## config.mk

```make
export PLATFORM = sky130hd
export DESIGN_NAME = xbus_seq
export DESIGN_NICKNAME = d
export VERILOG_FILES = /design/src/rtl/xbus_pkg.sv /design/src/rtl/xbus_cyc_len.sv /design/src/rtl/xbus_ivd_lane.sv /design/src/rtl/xbus_seq.sv
export SDC_FILE = /design/constraint.sdc
export NUM_CORES = 1
export LEC_CHECK = 0
export ABC_AREA = 1
export BUFFER_PORTS_ARGS = -buffer_cell sky130_fd_sc_hd__buf_4
export CORE_MARGIN = 3
export CORE_UTILIZATION = 30
export DETAILED_ROUTE_END_ITERATION = 16
export PLACE_DENSITY = 0.59
export SLEW_MARGIN = 20
export SYNTH_ARGS = -nofsm -noshare
export SYNTH_HDL_FRONTEND = slang
export SYNTH_SLANG_ARGS = --single-unit
```

## constraint.sdc

```tcl
create_clock -name clk -period 2.7 [get_ports clk]
set_clock_uncertainty 0.2 [all_clocks]
set_input_delay 0 -clock clk [delete_from_list [all_inputs] [get_ports clk]]
set_output_delay 0 -clock clk [all_outputs]
set_load 0.05 [all_outputs]
```

## src/rtl/xbus_pkg.sv

```systemverilog
package xbus_pkg;
    typedef enum logic [1:0] {
        MD_SINGLE  = 2'b00,
        MD_NEXP    = 2'b01,
        MD_ESINGLE = 2'b10,
        MD_EEXP    = 2'b11
    } xbus_mode_e;

    function automatic logic mode_emul(input logic [1:0] m);
        return m[1];
    endfunction

    function automatic logic mode_expanded(input logic [1:0] m);
        return m[0];
    endfunction
endpackage

```

## src/rtl/xbus_cyc_len.sv

```systemverilog
module xbus_cyc_len #(
    parameter int STR_W = 2
) (
    input  logic [1:0]       mode_i,
    input  logic [STR_W-1:0] stretch_i,
    input  logic             is_int_i,
    input  logic             is_prr_i,
    input  logic             is_emem_i,
    output logic [STR_W-1:0] extra_o,
    output logic             str_ok_o,
    output logic             ext_o
);
    import xbus_pkg::*;

    always_comb begin
        str_ok_o = mode_expanded(mode_i) && !is_int_i && !is_prr_i && !is_emem_i;
        ext_o    = is_prr_i ? mode_emul(mode_i) : !is_int_i;
        if (is_prr_i)
            extra_o = STR_W'(1);
        else if (str_ok_o)
            extra_o = stretch_i;
        else
            extra_o = '0;
    end
endmodule

```

## src/rtl/xbus_ivd_lane.sv

```systemverilog
module xbus_ivd_lane #(
    parameter int DW = 16
) (
    input  logic          word_i,
    input  logic [DW-1:0] addr_lo_i,
    input  logic [DW-1:0] rdata_i,
    output logic [DW-1:0] ivd_o
);
    localparam int BW = DW / 2;

    always_comb begin
        if (word_i)
            ivd_o = addr_lo_i[0] ? {rdata_i[BW-1:0], rdata_i[DW-1:BW]} : rdata_i;
        else if (addr_lo_i[0])
            ivd_o = {addr_lo_i[DW-1:BW], rdata_i[BW-1:0]};
        else
            ivd_o = {rdata_i[BW-1:0], addr_lo_i[BW-1:0]};
    end
endmodule

```

## src/rtl/xbus_seq.sv

```systemverilog
module xbus_seq #(
    parameter int DW    = 16,
    parameter int ACC_W = 3,
    parameter int IQ_W  = 4,
    parameter int STR_W = 2,
    localparam int AW   = DW + IQ_W + ACC_W
) (
    input  logic             clk,
    input  logic             rst_n,
    input  logic [1:0]       mode_i,
    input  logic [STR_W-1:0] stretch_i,
    input  logic             req_i,
    input  logic             we_i,
    input  logic             word_i,
    input  logic [AW-1:0]    addr_i,
    input  logic [ACC_W-1:0] acc_i,
    input  logic [IQ_W-1:0]  iqstat_i,
    input  logic [DW-1:0]    wdata_i,
    input  logic             is_int_i,
    input  logic             is_prr_i,
    input  logic             is_emem_i,
    input  logic [DW-1:0]    int_rdata_i,
    input  logic [DW-1:0]    data_i,
    output logic             ready_o,
    output logic             done_o,
    output logic [DW-1:0]    rdata_o,
    output logic             prr_we_o,
    output logic             eclk_o,
    output logic [AW-1:0]    xaddr_o,
    output logic             rw_o,
    output logic [DW-1:0]    data_o,
    output logic             data_oe_o
);
    typedef struct packed {
        logic             phase;
        logic             busy;
        logic [STR_W-1:0] cnt;
        logic [AW-1:0]    addr;
        logic             we;
        logic             word;
        logic [ACC_W-1:0] acc;
        logic [IQ_W-1:0]  iq_cur;
        logic [IQ_W-1:0]  iq_prev;
        logic [DW-1:0]    wdata;
        logic             ext;
        logic             prr;
        logic             emem;
        logic             str_ok;
        logic [STR_W-1:0] str;
    } seq_t;

    seq_t st_d, st_q;

    logic [STR_W-1:0] extra_w;
    logic             str_ok_w;
    logic             ext_w;
    logic [DW-1:0]    ivd_w;
    logic             last_w;
    logic             accept_w;
    logic             int_rd_w;
    logic             ext_wr_w;

    xbus_cyc_len #(.STR_W(STR_W)) u_len (
        .mode_i   (mode_i),
        .stretch_i(stretch_i),
        .is_int_i (is_int_i),
        .is_prr_i (is_prr_i),
        .is_emem_i(is_emem_i),
        .extra_o  (extra_w),
        .str_ok_o (str_ok_w),
        .ext_o    (ext_w)
    );

    xbus_ivd_lane #(.DW(DW)) u_ivd (
        .word_i   (st_q.word),
        .addr_lo_i(st_q.addr[DW-1:0]),
        .rdata_i  (int_rdata_i),
        .ivd_o    (ivd_w)
    );

    always_comb begin
        last_w   = st_q.busy && (st_q.cnt == '0);
        ready_o  = st_q.phase && (!st_q.busy || (st_q.cnt == '0));
        accept_w = ready_o && req_i;

        st_d       = st_q;
        st_d.phase = ~st_q.phase;
        if (st_q.phase && st_q.busy && (st_q.cnt != '0))
            st_d.cnt = st_q.cnt - STR_W'(1);
        if (st_q.phase && last_w)
            st_d.busy = 1'b0;
        if (accept_w) begin
            st_d.busy    = 1'b1;
            st_d.cnt     = extra_w;
            st_d.addr    = addr_i;
            st_d.we      = we_i;
            st_d.word    = word_i;
            st_d.acc     = acc_i;
            st_d.iq_prev = st_q.iq_cur;
            st_d.iq_cur  = iqstat_i;
            st_d.wdata   = wdata_i;
            st_d.ext     = ext_w;
            st_d.prr     = is_prr_i;
            st_d.emem    = is_emem_i;
            st_d.str_ok  = str_ok_w;
            st_d.str     = stretch_i;
        end
    end

    always_ff @(posedge clk or negedge rst_n) begin
        if (!rst_n)
            st_q <= '0;
        else
            st_q <= st_d;
    end

    always_comb begin
        int_rd_w  = !st_q.we && !st_q.ext;
        ext_wr_w  = st_q.busy && st_q.we && st_q.ext;
        eclk_o    = ~st_q.phase;
        done_o    = st_q.phase && last_w;
        rw_o      = !ext_wr_w;
        data_oe_o = ext_wr_w && st_q.phase;
        data_o    = data_oe_o ? st_q.wdata : '0;
        prr_we_o  = done_o && st_q.we && st_q.prr;
        if (st_q.busy && !st_q.we)
            rdata_o = st_q.ext ? data_i : int_rdata_i;
        else
            rdata_o = '0;
        if (!st_q.busy)
            xaddr_o = '0;
        else if (!st_q.phase)
            xaddr_o = st_q.addr;
        else
            xaddr_o = {st_q.acc, st_q.iq_prev, int_rd_w ? ivd_w : st_q.addr[DW-1:0]};
    end
endmodule

```

==> results.toml, run 1 <==
[outcome]
status = "complete, no violations"

[grt]
grt_pass1_vias = 3857
grt.total_usage_pct = 19.2
grt_antenna_before_repair = 0
overflow = 0
grt_max_degree = 59
grt_pass1_wl_mm = 19.1

[worst_setup_path]
crit_slowest_cell = "dfrtp_1"
cp.depth = 5
criticalPathCategory = "flop to primary output"
critPathCaptureType = "primary output"
reg2reg_depth = 9
cp_max_fo = 17
cp.required_ns = 2.50
cp.buffers_inverters = 2
arrival_ns = 2.22
cpLargestDelayFamily = "flip-flops"
startpoint_type = "flop"
slowest_delay_ns = 0.66
path_cells = "inv_2 > o21ai_1 > nand2_1 > a21oi_1 > buf_4"

[timing]
finalSetupViolations = 0
fin_crit_sh_pct = 89.6
period_minus_slack_ns = 2.42
drv_slew = 0
hold_viol_final = 0
worst-slew-pin-transition_ns = 0.737
rsz0062_at_grt = "no"
max_clock_freq_ghz = 0.413
slew_headroom_pct = 50.9

[route]
ant_nets = 0
vias_per_cell = 4.65
drt_iter0_drc = 201
via_count = 3819
dr.pass1.iters = 4
wl_mm = 12.0
routedWlPerCell_um = 14.6
route.detailed.drc = 0

[logic_synthesis]
synth.top_cell.area_share_pct = 44.4
ys_seq_elements = 58
synth_nets = 574
yosysSeqAreaShare_pct = 44.4
postSynthCellCount = 483
yosysWarningCount = 0
syn_area_per_cell_um2 = 6.77
synth_cell_type_count = 21
synthTopCellsByArea = "dfrtp_1, nand2_1, o21ai_0"
post-synth-top-area-cell = "dfrtp_1"
syn-cell-area_um2 = 3270

[power]
irDropWorstVdd_v = 0.000794
leakage_nw = 2.78
power_density_nw_per_um2 = 1240

[floorplanning]
num_rows = 37
initial_utilization_pct = 31.3
dieArea_um2 = 12200
dieWidth_um = 110
core_region_area_um2 = 10500
ios = 151
die_h_um = 110

[hold_path]
hold_class = "input port to async pin"

[finish]
largest_reg_flops = 58
layout_common_cells = "nand2_1, buf_4, dfrtp_1"
reg_top3 = "st_q: 58 flops"
utilization_pct = 50.2
mostFrequentLayoutCell = "nand2_1"
syn_to_final_growth_pct = 60.6
nets = 771
finalNonFillerCells = 821
regMostFlops = "st_q"
drive_above_1_share_pct = 26.6
antenna_cells = 0

[cts]
path_clk_slew_ns = 0.07
cts_buffers = 9
clk-insertion-delay-late_ns = 0.33
htreeDepth = 3
max-clock-path-buffers = 2
cts_tree = "yes"
numClockSinks = 58
cts-resized-gates = 0
root_buffer = "clkbuf_8"

[place]
dp.cells = 748
io_buffers = 150
place_congestion = 0.958
dp_hpwl_mm = 8.53

[job]
cap_violations = 0
routing by layer:
layer / track usage (%) / routed length (um) / up-vias
met2: 32.3 / 5620 / 157
met1: 23.0 / 5190 / 1726
met3: 5.26 / 802 / 27
met4: 8.21 / 352 / 0
li1: - / - / 1909
met5: 0 / 0 / -
worst reg2reg max path, delay by kind of cell, from the launching register on:
kind / cells / cell delay [ns]
buffers and inverters: 4 / 0.82
DFF: 1 / 0.39
and+or+nand+nor: 3 / 0.29
adders and majority gates: 1 / 0.16
AOI/OAI and AO/OA: 1 / 0.08
synthesized netlist by cell type:
cell / number
nand2_1: 197
dfrtp_1: 58
o21ai_0: 40
inv_1: 38
nor2_1: 37
a21oi_1: 35
nand3_1: 28
buf_2: 18
inv_2: 7
clkbuf_1: 5
nand4_1: 4
o21ai_1: 4
buf_4: 2
buf_6: 2
nand3_2: 2
a211oi_1: 1
ha_1: 1
nand2_2: 1
nor2_2: 1
nor3_1: 1
o211ai_1: 1
stage by stage:
| step | setup WS [ns] | hold slack, ns | TNS, ns | instance area (um^2) | power (mW) |
|---|---|---|---|---|---|
| 2_1_floorplan | -0.00596 | -0.496 | -0.0596 | 3270 | 4.45 |
| 3_3_place_gp | 0.688 | -0.0816 | 0 | 4480 | 5.62 |
| 3_5_place_dp | 0.662 | -0.0805 | 0 | 4480 | 5.65 |
| 4_1_cts | 0.260 | 0.0866 | 0 | 5250 | 6.56 |
| 5_1_grt | 0.0542 | 0.141 | 0 | 5250 | 6.99 |
| 6_report | 0.280 | 0.0603 | 0 | 5250 | 6.51 |
area by class of cell:
| type | instances | area (um^2) |
|---|---|---|
| Sequential cell | 58 | 1450 |
| Clock inverter | 4 | 50.0 |
| Inverter | 45 | 169 |
| Timing Repair Buffer | 213 | 1750 |
| Multi-Input combinational cell | 353 | 1500 |
| Fill cell | 1076 | 5210 |
| Clock buffer | 12 | 155 |
| Tap cell | 136 | 170 |
where the power goes:
| part | leakage [nW] | internal (mW) | total, mW | switching (mW) |
|---|---|---|---|---|
| registers | 0.710 | 1.28 | 1.54 | 0.258 |
| logic | 1.97 | 1.23 | 4.15 | 2.92 |
| clock network | 0.0986 | 0.475 | 0.818 | 0.343 |
| total | 2.78 | 2.98 | 6.51 | 3.52 |
logic make-up (layout without fill, tap and decap cells):
logic type	after synthesis	in the layout	share of synthesized area, %
buffers and inverters	72	274	9.64
adder cells (fa/ha/maj)	1	1	0.382
AND/OR/NAND/NOR	271	271	33.1
flip-flops	58	58	44.4
AO/OA/AOI/OAI	81	81	12.5
final timing paths:
| check | from | endpoint | slack [ns] |
|---|---|---|---|
| min in group clk | addr_i[16] | st_q[51]$_DFFE_PN0P_ | 0.20 |
| worst max register to register | st_q[58]$_DFFE_PN0P_ | st_q[7]$_DFFE_PN0P_ | 0.67 |
| worst max-delay path | st_q[35]$_DFFE_PN0P_ | xaddr_o[10] | 0.28 |
| worst min-delay path | rst_n | st_q[51]$_DFFE_PN0P_ | 0.06 |
| max in group asynchronous | rst_n | st_q[43]$_DFFE_PN0P_ | 1.74 |
| worst min register to register | st_q[56]$_DFFE_PN0P_ | st_q[56]$_DFFE_PN0P_ | 0.27 |
what timing repair did:
item                                   in CTS  in global routing
setup endpoints to repair                   0                  0
endpoints found under the hold margin     110                  0
setup buffers                               0                  0
hold buffers                               57                  0
No activity file was read; power rests on OpenSTA's default activity.
==> inputs of run 2 (changes only) <==
--- a/config.mk
+++ b/config.mk
@@ -8,9 +8,9 @@
 export ABC_AREA = 1
 export BUFFER_PORTS_ARGS = -buffer_cell sky130_fd_sc_hd__buf_4
 export CORE_MARGIN = 3
-export CORE_UTILIZATION = 30
+export CORE_UTILIZATION = 40
 export DETAILED_ROUTE_END_ITERATION = 16
-export PLACE_DENSITY = 0.59
+export PLACE_DENSITY = 0.74
 export SLEW_MARGIN = 20
 export SYNTH_ARGS = -nofsm -noshare
 export SYNTH_HDL_FRONTEND = slang
==> constraint.sdc (replaced) <==
create_clock -name clk -period 2.5 [get_ports clk]
set_clock_uncertainty 0.2 [all_clocks]
set_input_delay 0 -clock clk [delete_from_list [all_inputs] [get_ports clk]]
set_output_delay 0 -clock clk [all_outputs]
set_load 0.05 [all_outputs]
==> run 2 against run 1 <==
  * Wire length fell by 0.26%
  * First-iteration DRC count shrank 1.5%
  * Utilization up 18 points
  * Largest cell class unchanged
  * Largest power group unchanged
  * Critical path depth up 4
  * Sequential cell count unchanged
  * Non-clock buffer count grew 12
  * Count of clock-buffer cells in the layout shrank 1
==> results.toml, run 2 (synthesis gave the netlist of run 1 again) <==
[place]
dp_hpwl_mm = 7.72
dpl_cell_area_um2 = 4440
io_buffers = 150
place_congestion = 0.951
pre_cts_slack_ns = 0.566

[power]
leakage_nw = 2.82
switchingPower_mw = 3.83
p_int_mw = 3.36
pwr-share-comb_pct = 63.2
power_mw = 7.19
p_sw_share_pct = 53.3
p_seq_share_pct = 23.4
clkPwrFrac_pct = 13.4
irDropWorstVdd_v = 0.000715
power_density_nw_per_um2 = 1340

[cts]
max-clock-path-buffers = 2
root_buffer = "clkbuf_8"
numClockSinks = 58
path_clk_slew_ns = 0.07
post_cts_buffers = 0
cts_tree = "yes"
clk-insertion-delay-late_ns = 0.34
cts_buffers = 9
htreeDepth = 3

[floorplanning]
dieWidth_um = 96.4
ios = 151
die_h_um = 96.4
core_region_area_um2 = 7850
initial_utilization_pct = 41.7
dieArea_um2 = 9300
num_rows = 32

[finish]
regMostFlops = "st_q"
largest_reg_flops = 58
drive_above_1_share_pct = 26.3
layout_common_cells = "nand2_1, buf_4, dlygate4sd3_1"
final.fill_count = 672
reg_top3 = "st_q: 58 flops"
fin_area_um2 = 5350
mostFrequentLayoutCell = "nand2_1"
syn_to_final_growth_pct = 63.7
nets = 783

[timing]
fin_crit_sh_pct = 93.4
hold_viol_final = 0
period_minus_slack_ns = 2.34
finalSetupViolations = 0
rsz0062_at_grt = "no"
setup_slack_ns = 0.165
worst-slew-pin-transition_ns = 0.750
drv_slew = 0
max_clock_freq_ghz = 0.428
hold_ws_ns = 0.0646
slew_headroom_pct = 50.0

[route]
drt_iter0_drc = 198
wl_mm = 11.9
via_count = 3964
ant_nets = 0
dr.pass1.iters = 5
vias_per_cell = 4.96
route.detailed.drc = 0
routedWlPerCell_um = 14.9

[grt]
grt_antenna_before_repair = 0
grt.total_usage_pct = 25.6
grt_max_degree = 59
overflow = 0
grt_pass1_vias = 3814
grt_pass1_wl_mm = 18.1

[worst_setup_path]
criticalPathCategory = "input port to flop"
critPathCaptureType = "flop"
crit_top_cell = "dlygate4sd3_1"
crit_slowest_cell = "dlygate4sd3_1"
path_cells = "dlygate4sd3_1 > buf_4 > nor2_1 > nand4_1 > dlygate4sd3_1 > nand2_1 > nand3_1 > dlygate4sd3_1 > o21ai_0"
cp.required_ns = 2.56
startpoint_type = "input port"
cp_max_fo = 3
arrival_ns = 2.40
slowest_delay_ns = 0.59

[job]
cap_violations = 0

[outcome]
status = "complete, no violations"

[hold_path]
hold_class = "input port to async pin"
## run 2: routing by layer
layer	vias up	routed length, um	global-route usage (%)
met2	181	5990	46.3
met5	-	0	0
met4	0	198	6.19
met3	22	926	5.58
li1	1938	-	-
met1	1823	4820	31.0
## run 2: area by class of cell
cell class                 instances  area (um^2)  share of cell area, %
inverter                          45          169                   3.16
multi-input combinational        353         1500                   28.1
antenna                            1         2.50                 0.0468
clock inverter                     5         77.6                   1.45
clock buffer                      11          141                   2.64
tap                              102          128                   2.38
timing repair buffer             225         1880                   35.1
sequential                        58         1450                   27.1
## run 2: path summary, 6_finish.rpt
check                      cells after the start                    to                 start  slack, ns
max reg2reg                                   10  st_q[59]$_DFFE_PN0P_  st_q[58]$_DFFE_PN0P_       0.19
max in group asynchronous                      2  st_q[60]$_DFFE_PN0P_                 rst_n       1.50
min                                            2  st_q[27]$_DFFE_PN0P_                 rst_n       0.06
max                                            9  st_q[59]$_DFFE_PN0P_              is_prr_i       0.16
min reg2reg                                    2  st_q[38]$_DFFE_PN0P_  st_q[38]$_DFFE_PN0P_       0.28
min in group clk                               4  st_q[50]$_DFFE_PN0P_            addr_i[15]       0.20
## run 2: worst max-delay path: cells and delay by family
kind / cells / cell delay, ns
AO/OA/AOI/OAI: 1 / 0.08
buffers and inverters: 4 / 1.86
AND/OR/NAND/NOR: 4 / 0.46
## run 2: repair_timing
item / 4_1_cts / 5_1_grt
hold buffers: 69 / 0
setup endpoints to repair: 0 / 1
gates resized for setup: 0 / 2
hold endpoints to repair: 110 / 0
## run 2: through the flow
stage / cells / utilization (%) / TNS, ns
after floorplan: 483 / - / -2.27
after global placement: 714 / 56.5 / 0
after detailed placement: 714 / 56.5 / 0
after CTS: 799 / 68.1 / 0
after global routing: 799 / 68.2 / 0
final: 800 / 68.2 / 0
## run 2: power groups by stage
stage / combinational (mW) / clock [mW] / sequential (mW)
finish: 4.54 / 0.963 / 1.68
global route: 4.91 / 1.03 / 1.73
CTS: 4.49 / 0.980 / 1.68
detailed placement: 4.35 / 0 / 1.69
global placement: 4.30 / 0 / 1.67
floorplan: 3.26 / 0 / 1.54
==> inputs of run 3 (changes only) <==
--- a/config.mk
+++ b/config.mk
@@ -10,6 +10,7 @@
 export CORE_MARGIN = 3
 export CORE_UTILIZATION = 40
 export DETAILED_ROUTE_END_ITERATION = 16
+export MAX_ROUTING_LAYER = met4
 export PLACE_DENSITY = 0.74
 export SLEW_MARGIN = 20
 export SYNTH_ARGS = -nofsm -noshare
==> run 3 against run 2 <==
  * Cell count decreased by 1.4%
  * Wire length down 5.0%
  * Sequential power barely moved
  * Non-clock buffer count down 10
  * Clock power fell by 8.2%
  * Combinational power shrank 2%
  * Via count decreased by 1.8%
  * Worst hold slack got worse by 0.0063 ns
  * Setup slack worse by 0.015 ns
  * Critical path depth up 2
  * Critical path type is now flop to flop
  * Largest cell class unchanged
==> results.toml, run 3 (synthesis gave the netlist of run 1 again) <==
[power]
power_density_nw_per_um2 = 1340
leakage_nw = 2.79
irDropWorstVdd_v = 0.000679
power_mw = 7.04

[route]
vias_per_cell = 4.94
ant_nets = 0
routedWlPerCell_um = 14.4
wl_mm = 11.3
route.detailed.drc = 0
via_count = 3894
drt_iter0_drc = 206
dr.pass1.iters = 5

[finish]
regMostFlops = "st_q"
antenna_cells = 0
nets = 773
drive_above_1_share_pct = 26.9
layout_common_cells = "nand2_1, buf_4, dlygate4sd3_1"
mostFrequentLayoutCell = "nand2_1"
largest_reg_flops = 58
multi_input_area_um2 = 1500
reg_top3 = "st_q: 58 flops"
seqCellArea_um2 = 1450
syn_to_final_growth_pct = 60.1
final.fill_count = 688

[timing]
max_clock_freq_ghz = 0.425
hold_viol_final = 0
period_minus_slack_ns = 2.35
worst-slew-pin-transition_ns = 0.748
drv_slew = 0
finalSetupViolations = 0
fin_crit_sh_pct = 94.0
slew_headroom_pct = 50.1
tns_ns = 0

[place]
place_congestion = 1.00
io_buffers = 150
dp_hpwl_mm = 7.67

[grt]
overflow = 0
grt_antenna_before_repair = 0
top_usage_layer = "met2"
grt_pass1_wl_mm = 17.3
grt_max_degree = 59
grtUsageMet1_pct = 29.0
grt_use_met2_pct = 43.0
grt.met3_usage_pct = 5.03
grt_pass1_vias = 3689
grt.total_usage_pct = 24.9

[worst_setup_path]
startpoint_type = "flop"
cp_max_fo = 43
arrival_ns = 2.36
rrSetupSlack_ns = 0.15
cp.required_ns = 2.51
reg2reg_depth = 11
r2r-start = "st_q[58]$_DFFE_PN0P_"
critPathCaptureType = "flop"
criticalPathCategory = "flop to flop"
worstReg2RegEnd = "st_q[59]$_DFFE_PN0P_"

[floorplanning]
ios = 151
core_region_area_um2 = 7850
dieArea_um2 = 9300
num_rows = 32
initial_utilization_pct = 41.7
dieWidth_um = 96.4
die_h_um = 96.4

[cts]
clk-insertion-delay-late_ns = 0.34
cts_tree = "yes"
numClockSinks = 58
max-clock-path-buffers = 2
path_clk_slew_ns = 0.07
post_cts_buffers = 0
root_buffer = "clkbuf_8"
htreeDepth = 3
cts_buffers = 9

[job]
cap_violations = 0

[outcome]
status = "complete, no violations"

[hold_path]
hold_class = "input port to async pin"
## run 3: cell types whose count changed in the layout (fill, tap and decap cells not counted), sizes merged
cell / delta
dlygate4sd3: -10
clkinv: +1
diode: -1
bufinv: -1
## run 3: final cells by class
| class | instances | area share (%) |
|---|---|---|
| Clock buffer | 11 | 2.89 |
| Clock inverter | 5 | 1.00 |
| Inverter | 45 | 3.23 |
| Multi-Input combinational cell | 353 | 28.7 |
| Sequential cell | 58 | 27.8 |
| Tap cell | 102 | 2.44 |
| Timing Repair Buffer | 215 | 34.0 |
## run 3: repair_timing
| item | 4_1_cts | 5_1_grt |
|---|---|---|
| endpoints found under the setup margin | 0 | 3 |
| resized for setup | 0 | 6 |
| endpoints found under the hold margin | 110 | 0 |
| hold buffers | 59 | 0 |
## run 3: report_power, final
part	switching, mW	leakage (nW)	internal, mW
clock	0.375	0.105	0.509
sequential	0.296	0.708	1.39
combinational	3.12	1.98	1.35
## run 3: per-layer routing
| layer | vias to the layer above | routed length, um |
|---|---|---|
| met2 | 171 | 5610 |
| met3 | 24 | 875 |
| li1 | 1914 | - |
| met1 | 1785 | 4630 |
| met4 | 0 | 221 |
| met5 | - | 0 |
## run 3: worst max-delay path, cell delays in order, from the launching register on
cell and delay (ns):
dfrtp_1 0.39, inv_1 0.06, ha_1 0.18, inv_1 0.06
nand2_1 0.14, nand3_2 0.12, inv_2 0.10, buf_12 0.20
nand2_1 0.08, nand3_1 0.07, dlygate4sd3_1 0.55, o21ai_0 0.07
## run 3: per-stage QoR
| step | instance area [um^2] | cells | utilization (%) | setup WS, ns | hold WS, ns |
|---|---|---|---|---|---|
| floorplan | 3270 | 483 | - | -0.206 | -0.496 |
| global placement | 4420 | 714 | 56.4 | 0.589 | -0.0944 |
| detailed placement | 4420 | 714 | 56.4 | 0.574 | -0.0861 |
| CTS | 5220 | 789 | 66.5 | 0.0342 | 0.0932 |
| global route | 5240 | 789 | 66.7 | -0.00211 | 0.132 |
| finish | 5240 | 789 | 66.7 | 0.150 | 0.0584 |
## run 3: worst max-delay path by stage
| stage | startpoint | to | slack, ns | cells past startpoint |
|---|---|---|---|---|
| after global routing | st_q[58]$_DFFE_PN0P_ | st_q[59]$_DFFE_PN0P_ | -0.002 | 11 |
| final | st_q[58]$_DFFE_PN0P_ | st_q[59]$_DFFE_PN0P_ | 0.15 | 11 |
| after floorplan | st_q[5]$_DFFE_PN0P_ | data_o[10] | -0.21 | 6 |
| after detailed placement | st_q[35]$_DFFE_PN0P_ | xaddr_o[15] | 0.57 | 5 |
| after global placement | st_q[33]$_DFFE_PN0P_ | xaddr_o[3] | 0.59 | 7 |
| after CTS | st_q[58]$_DFFE_PN0P_ | st_q[59]$_DFFE_PN0P_ | 0.03 | 11 |
